$ cat src/rtl/ddr_init_pkg.sv
package ddr_init_pkg;

   typedef enum logic [3:0] {
      ST_PWRUP,
      ST_CKE_UP,
      ST_PRE_A,
      ST_EMR,
      ST_MR_DLL,
      ST_PRE_B,
      ST_REF_A,
      ST_REF_B,
      ST_MR_RUN,
      ST_FINAL
   } seq_state_t;

   // {cs_n, ras_n, cas_n, we_n}
   typedef struct packed {
      logic cs_n;
      logic ras_n;
      logic cas_n;
      logic we_n;
   } cmd_pins_t;

   localparam cmd_pins_t CMD_NOP = 4'b0111;
   localparam cmd_pins_t CMD_PRE = 4'b0010;
   localparam cmd_pins_t CMD_REF = 4'b0001;
   localparam cmd_pins_t CMD_LMR = 4'b0000;

   localparam logic [1:0] SEL_BASE = 2'b00;
   localparam logic [1:0] SEL_EXT  = 2'b01;

   // rounded-up cycle count, never below one
   function automatic int ns_to_cyc(input int ns, input int period_ps);
      int c;
      c = (ns * 1000 + period_ps - 1) / period_ps;
      return (c < 1) ? 1 : c;
   endfunction

endpackage

$ cat src/rtl/ddr_init_timer.sv
module ddr_init_timer #(
   parameter int unsigned W = 8,
   parameter logic [W-1:0] RST_VAL = '0
) (
   input  logic         clk,
   input  logic         rst_n,
   input  logic         load,
   input  logic [W-1:0] load_val,
   output logic         zero
);

   logic [W-1:0] cnt_q;

   always_ff @(posedge clk or negedge rst_n) begin
      if (!rst_n)
         cnt_q <= RST_VAL;
      else if (load)
         cnt_q <= load_val;
      else if (cnt_q != '0)
         cnt_q <= cnt_q - 1'b1;
   end

   assign zero = (cnt_q == '0);

endmodule

$ cat src/rtl/ddr_init_mode_enc.sv
module ddr_init_mode_enc #(
   parameter int unsigned ADDR_W         = 13,
   parameter bit          CFG_FROM_PORTS = 1'b1,
   parameter logic [2:0]  BL_CODE        = 3'b010,
   parameter logic        BT_CODE        = 1'b0,
   parameter logic [2:0]  CL_CODE        = 3'b010,
   parameter logic        DRV_REDUCED    = 1'b0
) (
   input  logic [2:0]        bl_i,
   input  logic              bt_i,
   input  logic [2:0]        cl_i,
   input  logic              drv_i,
   input  logic              dll_rst_i,
   output logic [ADDR_W-1:0] mr_word,
   output logic [ADDR_W-1:0] emr_word
);

   logic [2:0] bl_sel;
   logic       bt_sel;
   logic [2:0] cl_sel;
   logic       drv_sel;

   generate
      if (CFG_FROM_PORTS) begin : g_port_cfg
         assign bl_sel  = bl_i;
         assign bt_sel  = bt_i;
         assign cl_sel  = cl_i;
         assign drv_sel = drv_i;
      end else begin : g_param_cfg
         if (!(BL_CODE == 3'b001 || BL_CODE == 3'b010 || BL_CODE == 3'b011)) begin : g_bad_bl
            $error("burst length code not one of 2, 4, 8");
         end
         if (!(CL_CODE == 3'b010 || CL_CODE == 3'b110)) begin : g_bad_cl
            $error("read latency code not one of 2, 2.5");
         end
         assign bl_sel  = BL_CODE;
         assign bt_sel  = BT_CODE;
         assign cl_sel  = CL_CODE;
         assign drv_sel = DRV_REDUCED;
      end
   endgenerate

   always_comb begin
      mr_word      = '0;
      mr_word[2:0] = bl_sel;
      mr_word[3]   = bt_sel;
      mr_word[6:4] = cl_sel;
      mr_word[8]   = dll_rst_i;
   end

   always_comb begin
      emr_word    = '0;
      emr_word[0] = 1'b0;      // DLL on
      emr_word[1] = drv_sel;
   end

endmodule

$ cat src/rtl/ddr_init_seq.sv
module ddr_init_seq
   import ddr_init_pkg::*;
#(
   parameter int          CLK_PS         = 20000,
   parameter int          PWRUP_NS       = 200000,
   parameter int          TRP_NS         = 20,
   parameter int          TMRD_NS        = 16,
   parameter int          TRFC_NS        = 75,
   parameter int          LOCK_CYC       = 200,
   parameter int unsigned ADDR_W         = 13,
   parameter bit          CFG_FROM_PORTS = 1'b1,
   parameter logic [2:0]  BL_CODE        = 3'b010,
   parameter logic        BT_CODE        = 1'b0,
   parameter logic [2:0]  CL_CODE        = 3'b010,
   parameter logic        DRV_REDUCED    = 1'b0
) (
   input  logic              clk,
   input  logic              rst_n,
   input  logic [2:0]        cfg_bl,
   input  logic              cfg_interleave,
   input  logic [2:0]        cfg_cl,
   input  logic              cfg_drive_low,
   output logic              cke,
   output logic              cs_n,
   output logic              ras_n,
   output logic              cas_n,
   output logic              we_n,
   output logic [1:0]        ba,
   output logic [ADDR_W-1:0] addr,
   output logic              init_done
);

   localparam int PWRUP_CYC = ns_to_cyc(PWRUP_NS, CLK_PS);
   localparam int TRP_CYC   = ns_to_cyc(TRP_NS, CLK_PS);
   localparam int TMRD_CYC  = ns_to_cyc(TMRD_NS, CLK_PS);
   localparam int TRFC_CYC  = ns_to_cyc(TRFC_NS, CLK_PS);
   localparam int MAX_A     = (PWRUP_CYC > TRFC_CYC) ? PWRUP_CYC : TRFC_CYC;
   localparam int MAX_B     = (TRP_CYC > TMRD_CYC) ? TRP_CYC : TMRD_CYC;
   localparam int MAX_CYC   = (MAX_A > MAX_B) ? MAX_A : MAX_B;
   localparam int unsigned TW = $clog2(MAX_CYC + 1);
   localparam int unsigned LW = $clog2(LOCK_CYC + 1);
   localparam logic [TW-1:0] PWRUP_LOAD = TW'(PWRUP_CYC - 1);
   localparam logic [LW-1:0] LOCK_LOAD  = LW'(LOCK_CYC - 1);

   generate
      if (ADDR_W < 11) begin : g_bad_aw
         $error("address bus must reach bit 10");
      end
      if (LOCK_CYC < 1) begin : g_bad_lock
         $error("lock wait must be at least one cycle");
      end
      if (CLK_PS < 1) begin : g_bad_clk
         $error("clock period must be positive");
      end
   endgenerate

   seq_state_t state_q, state_nxt;
   logic       fresh_q;
   logic       advance;
   logic       step_zero;
   logic [TW-1:0] step_load;
   logic       lock_armed_q;
   logic       lock_zero;
   logic       lock_start;
   logic       dll_rst_bit;
   logic [ADDR_W-1:0] mr_word, emr_word;
   cmd_pins_t  cmd;

   function automatic int spacing_of(input seq_state_t s);
      case (s)
         ST_PRE_A, ST_PRE_B:            return TRP_CYC;
         ST_EMR, ST_MR_DLL, ST_MR_RUN:  return TMRD_CYC;
         ST_REF_A, ST_REF_B:            return TRFC_CYC;
         default:                       return 1;
      endcase
   endfunction

   always_comb begin
      case (state_q)
         ST_PWRUP:  state_nxt = ST_CKE_UP;
         ST_CKE_UP: state_nxt = ST_PRE_A;
         ST_PRE_A:  state_nxt = ST_EMR;
         ST_EMR:    state_nxt = ST_MR_DLL;
         ST_MR_DLL: state_nxt = ST_PRE_B;
         ST_PRE_B:  state_nxt = ST_REF_A;
         ST_REF_A:  state_nxt = ST_REF_B;
         ST_REF_B:  state_nxt = ST_MR_RUN;
         default:   state_nxt = ST_FINAL;
      endcase
   end

   assign advance   = step_zero && (state_q != ST_FINAL);
   assign step_load = TW'(spacing_of(state_nxt) - 1);

   always_ff @(posedge clk or negedge rst_n) begin
      if (!rst_n) begin
         state_q <= ST_PWRUP;
         fresh_q <= 1'b0;
      end else begin
         fresh_q <= advance;
         if (advance)
            state_q <= state_nxt;
      end
   end

   ddr_init_timer #(
      .W       (TW),
      .RST_VAL (PWRUP_LOAD)
   ) u_step_tmr (
      .clk      (clk),
      .rst_n    (rst_n),
      .load     (advance),
      .load_val (step_load),
      .zero     (step_zero)
   );

   assign lock_start = (state_q == ST_MR_DLL) && fresh_q;

   always_ff @(posedge clk or negedge rst_n) begin
      if (!rst_n)
         lock_armed_q <= 1'b0;
      else if (lock_start)
         lock_armed_q <= 1'b1;
   end

   ddr_init_timer #(
      .W       (LW),
      .RST_VAL ('0)
   ) u_lock_tmr (
      .clk      (clk),
      .rst_n    (rst_n),
      .load     (lock_start),
      .load_val (LOCK_LOAD),
      .zero     (lock_zero)
   );

   assign dll_rst_bit = (state_q == ST_MR_DLL);

   ddr_init_mode_enc #(
      .ADDR_W         (ADDR_W),
      .CFG_FROM_PORTS (CFG_FROM_PORTS),
      .BL_CODE        (BL_CODE),
      .BT_CODE        (BT_CODE),
      .CL_CODE        (CL_CODE),
      .DRV_REDUCED    (DRV_REDUCED)
   ) u_mode (
      .bl_i      (cfg_bl),
      .bt_i      (cfg_interleave),
      .cl_i      (cfg_cl),
      .drv_i     (cfg_drive_low),
      .dll_rst_i (dll_rst_bit),
      .mr_word   (mr_word),
      .emr_word  (emr_word)
   );

   always_comb begin
      cmd  = CMD_NOP;
      ba   = 2'b00;
      addr = '0;
      if (fresh_q) begin
         case (state_q)
            ST_PRE_A, ST_PRE_B: begin
               cmd      = CMD_PRE;
               addr[10] = 1'b1;
            end
            ST_EMR: begin
               cmd  = CMD_LMR;
               ba   = SEL_EXT;
               addr = emr_word;
            end
            ST_MR_DLL, ST_MR_RUN: begin
               cmd  = CMD_LMR;
               ba   = SEL_BASE;
               addr = mr_word;
            end
            ST_REF_A, ST_REF_B: cmd = CMD_REF;
            default:            cmd = CMD_NOP;
         endcase
      end
   end

   assign cke       = (state_q != ST_PWRUP);
   assign cs_n      = cmd.cs_n;
   assign ras_n     = cmd.ras_n;
   assign cas_n     = cmd.cas_n;
   assign we_n      = cmd.we_n;
   assign init_done = (state_q == ST_FINAL) && lock_armed_q && lock_zero;

endmodule

$ cat config.mk
export PLATFORM = sky130hd
export DESIGN_NAME = ddr_init_seq
export DESIGN_NICKNAME = d
export VERILOG_FILES = /design/src/rtl/ddr_init_pkg.sv /design/src/rtl/ddr_init_timer.sv /design/src/rtl/ddr_init_mode_enc.sv /design/src/rtl/ddr_init_seq.sv
export SDC_FILE = /design/constraint.sdc
export NUM_CORES = 1
export LEC_CHECK = 0
export BUFFER_PORTS_ARGS = -buffer_cell sky130_fd_sc_hd__buf_2
export CAP_MARGIN = 20
export CORE_MARGIN = 2
export CORE_UTILIZATION = 52
export CTS_BUF_LIST = sky130_fd_sc_hd__clkbuf_8
export DETAILED_ROUTE_END_ITERATION = 12
export PLACE_DENSITY = 0.78
export SYNTH_ARGS = -nofsm -noshare
export SYNTH_HDL_FRONTEND = slang
export SYNTH_SLANG_ARGS = --single-unit
export TNS_END_PERCENT = 5
$ cat constraint.sdc
create_clock -name clk -period 1.8 [get_ports clk]
set_clock_uncertainty 0.15 [all_clocks]
set_input_delay 0.36 -clock clk [delete_from_list [all_inputs] [get_ports clk]]
set_output_delay 0.36 -clock clk [all_outputs]
set_load 0.03 [all_outputs]
### Word level (Yosys, flattened, before mapping)

Memory sizes are Yosys's and may differ from the RTL's.
Index checks and enable logic that the tools add are counted.

* register bits after elaboration: 28
* bits in latches: 0
* bits in writable memories: 0
* ROM bits: 32
* input port bits: 10
* output and inout port bits: 21
* logic and storage cells: 49
* memories kept: 1

* $add $sub $neg: 3
* multipliers: 0
* div/mod/pow operators: 0
* magnitude comparators: 0
* eq/ne operators: 11
* shifts and indexed selects: 0
* multiplexer cells: 13
* bitwise logic cells: 0
* reduce and logical (&&, ||, !) cells: 16

Memory list
* (no name shown): depth 8, width 4, read ports 1, clocked after Yosys merged registers in 0, wr ports 0, line ddr_init_seq.sv:79 `case (state_q)`

Operator list (number)
* $mux 14: 2
* $eq 4x3->1 const B: 6
* $pmux 9 s2: 1
* $mux 8: 2
* $logic_not 14->1: 1
* $reduce_bool 14->1: 1
* $sub 14x1->14 const B: 1
* $sub 14x2->14 const B: 1
* $mux 11: 1
* $pmux 3 s3: 1
* $eq 4x2->1 const B: 2
* $eq 4x4->1 const B: 2
* $logic_not 8->1: 1
* $reduce_bool 8->1: 1
* $reduce_or 2->1: 4
* $sub 8x1->8 const B: 1
* $mux 3: 2
* $logic_and 1x1->1: 4
* $mux 4: 1
* $ne 4x4->1 const B: 1
* $reduce_bool 2->1: 2
* $reduce_bool 4->1: 1
* $mux 1: 3
* $reduce_or 3->1: 1

### Logic depth before layout (Yosys ltp)

Gate-level depths: netlist of the first run.
An unclocked memory read counts as a cell.

* depth in word-level cells: 7
* depth in mapped cells: 7
* mapped depth without buffers: 7

### Hierarchy

A second synthesis of the first run with hierarchy kept.

* cells, all modules: 238
* area total of the unflattened synthesis: 2174.6 µm²

By module, submodules not included
* ddr_init_timer (u_step_tmr): instances 1, cells each 77, area each 835.8 µm², sequential area each 360.3 µm²
* ddr_init_seq: instances 1, cells each 80, area each 663.1 µm², sequential area each 150.1 µm²
* ddr_init_timer (u_lock_tmr): instances 1, cells each 54, area each 476.7 µm², sequential area each 200.2 µm²
* ddr_init_mode_enc: instances 1, cells each 27, area each 198.9 µm², sequential area each 0.0 µm²

### Worst setup path before layout of the first run

No wires, ideal clock.

* kind: reg-to-output
* start: register u_lock_tmr.cnt_q[0]
* end: output init_done
* arrival time: 1.552 ns
* data required time: 1.290 ns
* path slack: -0.262 ns
* cell stages (with the launch flop): 6
* buffers on the path: 0
* cells stage by stage: dfrtp_1 > inv_1 > ha_1 > nor3b_1 > nand2_1 > nor2_1

* word-level cells in the longest chain between the ends: 2

RTL lines
* from (decl): line ddr_init_timer.sv:12 `logic [W-1:0] cnt_q;`
* from (signal assigned): line ddr_init_timer.sv:18 `cnt_q <= load_val;`
* from (signal assigned): line ddr_init_timer.sv:20 `cnt_q <= cnt_q - 1'b1;`
* $logic_not 8->1: line ddr_init_timer.sv:23 `assign zero = (cnt_q == '0);`
* $logic_and 1x1->1: line ddr_init_seq.sv:187 `assign init_done = (state_q == ST_FINAL) && lock_armed_q && lock_zero;`
* to (decl): line ddr_init_seq.sv:30 `output logic init_done`

Every way passes these cells.

### Worst setup path after layout of the first run

* start: register state_q[1]
* end: output cas_n

* word-level cells in the longest chain between the ends: 4
* elaborated cells between the ends (all ways): 12
* classes of those cells: eq/ne: 7; mux: 2; reduce/logical: 3

RTL lines
* from (decl): line ddr_init_seq.sv:57 `seq_state_t state_q, state_nxt;`
* from (signal assigned): line ddr_init_seq.sv:102 `state_q <= state_nxt;`
* $eq 4x3->1 (tied with other cells): line ddr_init_seq.sv:161 `case (state_q)`
* $reduce_or 3->1 (no source line) / $reduce_or 2->1 (equally long branches)
* $pmux 3 s3 (*): line ddr_init_seq.sv:161
* $mux 3 (*): line ddr_init_seq.sv:160 `if (fresh_q) begin`
* to (decl): line ddr_init_seq.sv:26 `output logic cas_n,`

Every way passes the cells marked *; elsewhere a longest branch is shown, timed or not.

==> flow_metrics.env, run 1 <==
export IMPL_outcome="finished with violations"
export IMPL_violations="negative setup slack"
export IMPL_portBuffers=24
export IMPL_synthAdderAreaFrac_pct=6.45
export IMPL_synth_top_family_by_area="simple AND/OR/NAND/NOR gates"
export IMPL_endpoint="cas_n"
export IMPL_power_density_nw_per_um2=471
export IMPL_p_clk_share_pct=42.9
export IMPL_p_sw_w=0.000234
export IMPL_hp_class="register to register"
export IMPL_holdPathStages=1
export IMPL_hpwl_um=2690
export IMPL_cp_arrival_ns=1.68
export IMPL_coreArea_um2=3280
export IMPL_ir_drop_v=0.000526
export IMPL_dr_pass1_iters=4
export IMPL_max_stage_delay_ns=0.43
export IMPL_r2r_start="u_step_tmr.cnt_q[0]$_DFFE_PN1P_"
export IMPL_grt_pass1_wl_um=6140
export IMPL_num_rows=21
export IMPL_slew_viol_final=0
export IMPL_vias=1554
export IMPL_rsz0062_at_grt="yes"
export IMPL_final_cells=296
export IMPL_synth_compound_area_share_pct=12.1
export IMPL_dieArea_um2=3840
export IMPL_ys_seq_area_share_pct=40.7
export IMPL_cts_buffers=3
export IMPL_async_flop_share_pct=100
export IMPL_synth_xor_xnor_area_share_pct=3.51
export IMPL_post_route_period_util_pct=121
export IMPL_dp_cells=290
export IMPL_min_period_ns=2.19
export IMPL_worst_slack_ns=-0.385
export IMPL_final_common_cell="buf_4"
export IMPL_comb_power_share_pct=3.3
export IMPL_wl_per_cell_um=13.7
export IMPL_cp_cell_sequence="inv_2, ha_4, inv_1, o21ai_1, o211ai_1, or2_4, buf_6"
export IMPL_synthMuxAreaShare_pct=3.01
export IMPL_setup_viol=20
export IMPL_ys_flop_type="dfrtp_1"
export IMPL_grt_pass1_vias=1432
export IMPL_clkTransAtPathRegs_ns=0.09
export IMPL_synth_distinct_cells=47
export IMPL_avgSynthCellArea_um2=9.24
export IMPL_routed_wirelength_um=4070
export IMPL_layout_common_cells="buf_4, dfrtp_1, nand2_1, nor2_1, buf_6"
export IMPL_yosysWarnings=0
export IMPL_yosys_area_share_simple_pct=27.4
export IMPL_antenna_found_initial=0
export IMPL_postRouteAntennaNets=0
export IMPL_cts_sinks=28
export IMPL_overflow=0
export IMPL_slew_headroom_pct=58.6
export IMPL_synth_area_um2=1750
export IMPL_synth_edf_count=0
export IMPL_die_y_um=62.0
export IMPL_critPathLaunch="state_q[1]$_DFFE_PN0P_"
export IMPL_critPathMaxFanout=4
export IMPL_fin_hold_ws_ns=0.333
export IMPL_fillers=217
export IMPL_worst_path_max_delay_cell="dfrtp_1"
export IMPL_nNetsFinal=270
export IMPL_synth_seq_cells=28
export IMPL_gp_routability_congestion=0.730
export IMPL_design_portCount=31
export IMPL_num_antenna_cells=0
export IMPL_drv_cap=0
export IMPL_max_slew_worst_pin_slew_ns=0.621
export IMPL_pwr_share_seq_pct=53.8
export IMPL_cts_tree="done"
export IMPL_synthCells=189
export IMPL_finalHoldViolCount=0
export IMPL_cp_start_kind="register"
export IMPL_syn_to_final_growth_pct=42.3
export IMPL_via_per_inst=5.25
export IMPL_cts_htree_levels=1
export IMPL_intPower_w=0.000936
export IMPL_rr_endpoint="u_step_tmr.cnt_q[10]$_DFFE_PN1P_"
export IMPL_r2r_slack_ns=-0.09
export IMPL_drtIter0Drc=59
export IMPL_cts_buffer_depth=2
export IMPL_drive_above_1_share_pct=46.8
export IMPL_fmax_ghz=0.458
export IMPL_die_w_um=62.0
export IMPL_required_ns=1.29
export IMPL_end_kind="primary output"
export IMPL_rr_worst_depth=7
export IMPL_initial_utilization_pct=53.2
export IMPL_drc=0
export IMPL_insertion_delay_ns=0.29
export IMPL_grt_max_degree=29
export IMPL_grtUsageTotal_pct=22.3
export IMPL_p_leak_nw=1.15
export IMPL_cts_root_buf="clkbuf_8"
export IMPL_p_sw_share_pct=20.0
export IMPL_worstSetupPathType="register to primary output"
state kept, by name, summed over array words and instances, names as in the netlist:
| name | cells |
|---|---|
| u_step_tmr.cnt_q | 14 |
| u_lock_tmr.cnt_q | 8 |
| state_q | 4 |
| fresh_q | 1 |
| lock_armed_q | 1 |
kinds of logic (layout without fill, tap and decap cells):
group / count (synthesis) / after routing
and+or+nand+nor: 83 / 83
DFF: 28 / 28
buffers and inverters: 23 / 79
muxes: 5 / 5
other: 1 / 6
adders and majority gates: 9 / 9
xor gates and xnor gates: 7 / 7
AOI/OAI and AO/OA: 33 / 33
critical path: cells and delay by family (launching register included):
kind,cells,cell delay [ns]
DFF,1,0.43
buffers and inverters,3,0.29
and+or+nand+nor,1,0.28
AOI/OAI and AO/OA,2,0.24
adders and majority gates,1,0.15
cell usage after synthesis (all sizes together) (5+ instances only):
master | number | share of area, %
dfrtp | 20 | 29
a21oi | 10 | 2.9
xnor2 | 6 | 3.0
inv | 13 | 2.8
nand2 | 21 | 4.5
o21ai | 8 | 2.3
buf | 9 | 3.6
nor2 | 19 | 4.1
and2 | 8 | 2.9
dfstp | 8 | 12
nand2b | 7 | 2.7
ha | 9 | 6.4
nor4 | 5 | 3.9
through the flow:
stage	TNS (ns)	setup slack (ns)	instance area, um2	power (W)	utilization [%]
after floorplan	-0.395	-0.0508	1780	0.000668	-
after global placement	-0.715	-0.0901	2160	0.000678	65.9
after detailed placement	-1.60	-0.143	2160	0.000679	65.9
after CTS	-4.06	-0.370	2420	0.00118	73.7
after global routing	-6.06	-0.533	2490	0.00121	75.7
final	-3.82	-0.385	2490	0.00117	75.7
power by group through the flow:
stage          combinational (W)  clock (W)  sequential (W)
6_report               0.0000387   0.000502        0.000630
5_1_grt                0.0000446   0.000532        0.000630
4_1_cts                0.0000390   0.000515        0.000630
3_5_place_dp           0.0000374          0        0.000641
3_3_place_gp           0.0000370          0        0.000641
2_1_floorplan          0.0000264          0        0.000641
per-layer routing:
metal / track usage, % / up-vias / share of wire (%)
met5: 0 / - / 0
met4: 10.0 / 0 / 4.0
met3: 3.93 / 14 / 3.2
met2: 39.1 / 36 / 53
met1: 26.3 / 747 / 40
li1: - / 757 / -
what timing repair did:
action | in CTS | in global routing
gates resized for setup | 48 | 24
gates cloned | 0 | 0
endpoints found under the setup margin | 31 | 30
pin swaps | 8 | 10
hold endpoints to repair | 20 | 0
setup buffers | 1 | 0
hold buffers | 1 | 0
worst min-delay path by stage:
stage,from,endpoint,slack [ns]
2_1_floorplan,rst_n,fresh_q$_DFF_PN0_,-0.09
3_3_place_gp,rst_n,u_step_tmr.cnt_q[7]$_DFFE_PN0P_,0.25
3_5_place_dp,rst_n,u_step_tmr.cnt_q[4]$_DFFE_PN0P_,0.26
4_1_cts,lock_armed_q$_DFFE_PN0P_,lock_armed_q$_DFFE_PN0P_,0.33
5_1_grt,u_step_tmr.cnt_q[9]$_DFFE_PN1P_,u_step_tmr.cnt_q[9]$_DFFE_PN1P_,0.37
6_report,lock_armed_q$_DFFE_PN0P_,lock_armed_q$_DFFE_PN0P_,0.33
layout make-up:
type / instances / area, um2 / share of cell area, %
clock buffers: 3 / 41.3 / 1.66
clock inverters: 1 / 30.0 / 1.21
inverters: 13 / 48.8 / 1.96
multi-input cells: 143 / 1090 / 44.0
flip-flops and latches: 28 / 713 / 28.7
well taps: 46 / 57.6 / 2.32
repair buffers: 62 / 502 / 20.2
Note: power is estimated with default switching activity, not from simulation.
==> run 2, diff against run 1 <==
==> constraint.sdc (replaced) <==
create_clock -name clk -period 2 [get_ports clk]
set_clock_uncertainty 0.15 [all_clocks]
set_input_delay 0.1 -clock clk [delete_from_list [all_inputs] [get_ports clk]]
set_output_delay 0.1 -clock clk [all_outputs]
set_load 0.03 [all_outputs]
==> flow_metrics.env, run 2 (synthesized netlist as in run 1, its figures left out) <==
export IMPL_portBuffers=24
export IMPL_grt_max_degree=29
export IMPL_rsz0062_at_grt="yes"
export IMPL_syn_to_final_growth_pct=20.5
export IMPL_comb_power_share_pct=3.3
export IMPL_end_kind="primary output"
export IMPL_r2r_start="u_step_tmr.cnt_q[1]$_DFFE_PN1P_"
export IMPL_grtUsageTotal_pct=18.6
export IMPL_cts_root_buf="clkbuf_8"
export IMPL_min_period_ns=1.94
export IMPL_gp_routability_congestion=0.809
export IMPL_fin_hold_ws_ns=0.200
export IMPL_hp_class="input port to asynchronous set/reset pin"
export IMPL_p_sw_share_pct=19.4
export IMPL_cts_tree="done"
export IMPL_pwr_share_seq_pct=54.2
export IMPL_max_slew_worst_pin_slew_ns=0.597
export IMPL_finalHoldViolCount=0
export IMPL_fmax_ghz=0.515
export IMPL_hpwl_um=2480
export IMPL_num_antenna_cells=0
export IMPL_p_sw_w=0.000203
export IMPL_via_per_inst=5.14
export IMPL_cp_arrival_ns=1.69
export IMPL_nNetsFinal=242
export IMPL_antenna_found_initial=0
export IMPL_cts_buffer_depth=2
export IMPL_wl_per_cell_um=12.6
export IMPL_die_w_um=62.0
export IMPL_placed_cell_area_um2=1930
export IMPL_critPathMaxFanout=4
export IMPL_insertion_delay_ns=0.28
export IMPL_num_rows=21
export IMPL_initial_utilization_pct=53.2
export IMPL_drtIter0Drc=44
export IMPL_top_regs="u_step_tmr.cnt_q x14, u_lock_tmr.cnt_q x8, state_q x4"
export IMPL_drv_cap=0
export IMPL_final_util_pct=64.1
export IMPL_overflow=0
export IMPL_dr_pass1_iters=4
export IMPL_r2r_slack_ns=0.08
export IMPL_p_clk_share_pct=42.5
export IMPL_p_leak_nw=0.983
export IMPL_cts_sinks=28
export IMPL_top_register="u_step_tmr.cnt_q"
export IMPL_required_ns=1.75
export IMPL_clkTransAtPathRegs_ns=0.09
export IMPL_intPower_w=0.000842
export IMPL_final_cells=268
export IMPL_layout_common_cells="nand2_1, dfrtp_1, buf_2, nor2_1, buf_4"
export IMPL_grt_pass1_wl_um=5310
export IMPL_routed_wirelength_um=3370
export IMPL_postRouteAntennaNets=0
export IMPL_grt_pass1_vias=1224
export IMPL_vias=1377
export IMPL_drc=0
export IMPL_cts_htree_levels=1
export IMPL_coreArea_um2=3280
export IMPL_ir_drop_v=0.000459
export IMPL_outcome="finished clean"
export IMPL_dieArea_um2=3840
export IMPL_dp_cells=261
export IMPL_die_y_um=62.0
export IMPL_drive_above_1_share_pct=32.0
export IMPL_cts_buffers=3
export IMPL_post_route_period_util_pct=97.2
export IMPL_stdcell_area_um2=2100
export IMPL_power_density_nw_per_um2=497
export IMPL_rr_endpoint="u_step_tmr.cnt_q[11]$_DFFE_PN0P_"
export IMPL_largest_reg_flops=14
export IMPL_cp_start_kind="register"
export IMPL_design_portCount=31
export IMPL_worstSetupPathType="register to primary output"
export IMPL_slew_headroom_pct=60.2
export IMPL_rr_worst_depth=6
export IMPL_slew_viol_final=0
export IMPL_setup_viol=0
-- run 2: changes by cell type in the layout (fill, tap and decap cells not counted), moves of 4 or more --
cell / previous run / this run
buf_6: 15 / 2
inv_1: 6 / 10
inv_2: 7 / 3
buf_4: 37 / 12
buf_2: 9 / 19
ha_1: 3 / 7
-- run 2: timing repair --
action	CTS	global route
buffers inserted	2	0
setup endpoints to repair	12	13
gates resized for setup	11	17
hold buffers	1	0
endpoints found under the hold margin	20	0
pin swaps	1	4
-- run 2: how the worst max path moves through the flow --
stage,start,endpoint,depth (start not counted),slack [ns]
global route,state_q[0]$_DFFE_PN0P_,we_n,7,-0.07
CTS,u_lock_tmr.cnt_q[0]$_DFFE_PN0P_,init_done,6,0.01
floorplan,u_step_tmr.cnt_q[0]$_DFFE_PN1P_,state_q[0]$_DFFE_PN0P_,6,0.18
detailed placement,u_step_tmr.cnt_q[1]$_DFFE_PN1P_,u_step_tmr.cnt_q[7]$_DFFE_PN0P_,6,0.04
global placement,u_step_tmr.cnt_q[1]$_DFFE_PN1P_,u_step_tmr.cnt_q[7]$_DFFE_PN0P_,6,0.1
finish,state_q[0]$_DFFE_PN0P_,cas_n,7,0.06
-- run 2: final cells by class --
cell class                 count  area (um2)
clock buffer                   3        41.3
clock inverter                 1        30.0
sequential                    28         711
fill                         281        1180
multi-input combinational    143         998
tap                           46        57.6
inverter                      13        48.8
timing repair buffer          34         218
-- run 2: power by group through the flow --
stage | clock [W] | sequential, W | combinational [W]
2_1_floorplan | 0 | 0.000577 | 0.0000238
3_3_place_gp | 0 | 0.000577 | 0.0000336
3_5_place_dp | 0 | 0.000577 | 0.0000338
4_1_cts | 0.000460 | 0.000567 | 0.0000351
5_1_grt | 0.000480 | 0.000567 | 0.0000396
6_report | 0.000444 | 0.000567 | 0.0000342
-- run 2: stage by stage --
step	setup WS [ns]	setup TNS, ns	power [W]
2_1_floorplan	0.182	0	0.000601
3_3_place_gp	0.0966	0	0.000611
3_5_place_dp	0.0403	0	0.000611
4_1_cts	0.00959	0	0.00106
5_1_grt	-0.0689	-0.247	0.00109
6_report	0.0565	0	0.00104
-- run 2: routing by layer --
metal | vias up | wire length, um | global-route usage, %
met5 | - | 0 | 0
li1 | 701 | - | -
met2 | 17 | 1710 | 31.5
met3 | 9 | 73 | 3.73
met1 | 650 | 1530 | 23.8
met4 | 0 | 58 | 5.47
-- run 2: worst max-delay path: stages (launching register included) --
cell and delay, ns:
dfrtp_1 0.43, inv_2 0.11, ha_2 0.21, nor2_2 0.04, nor2_1 0.08, o211ai_1 0.13
or2_4 0.28, buf_6 0.14
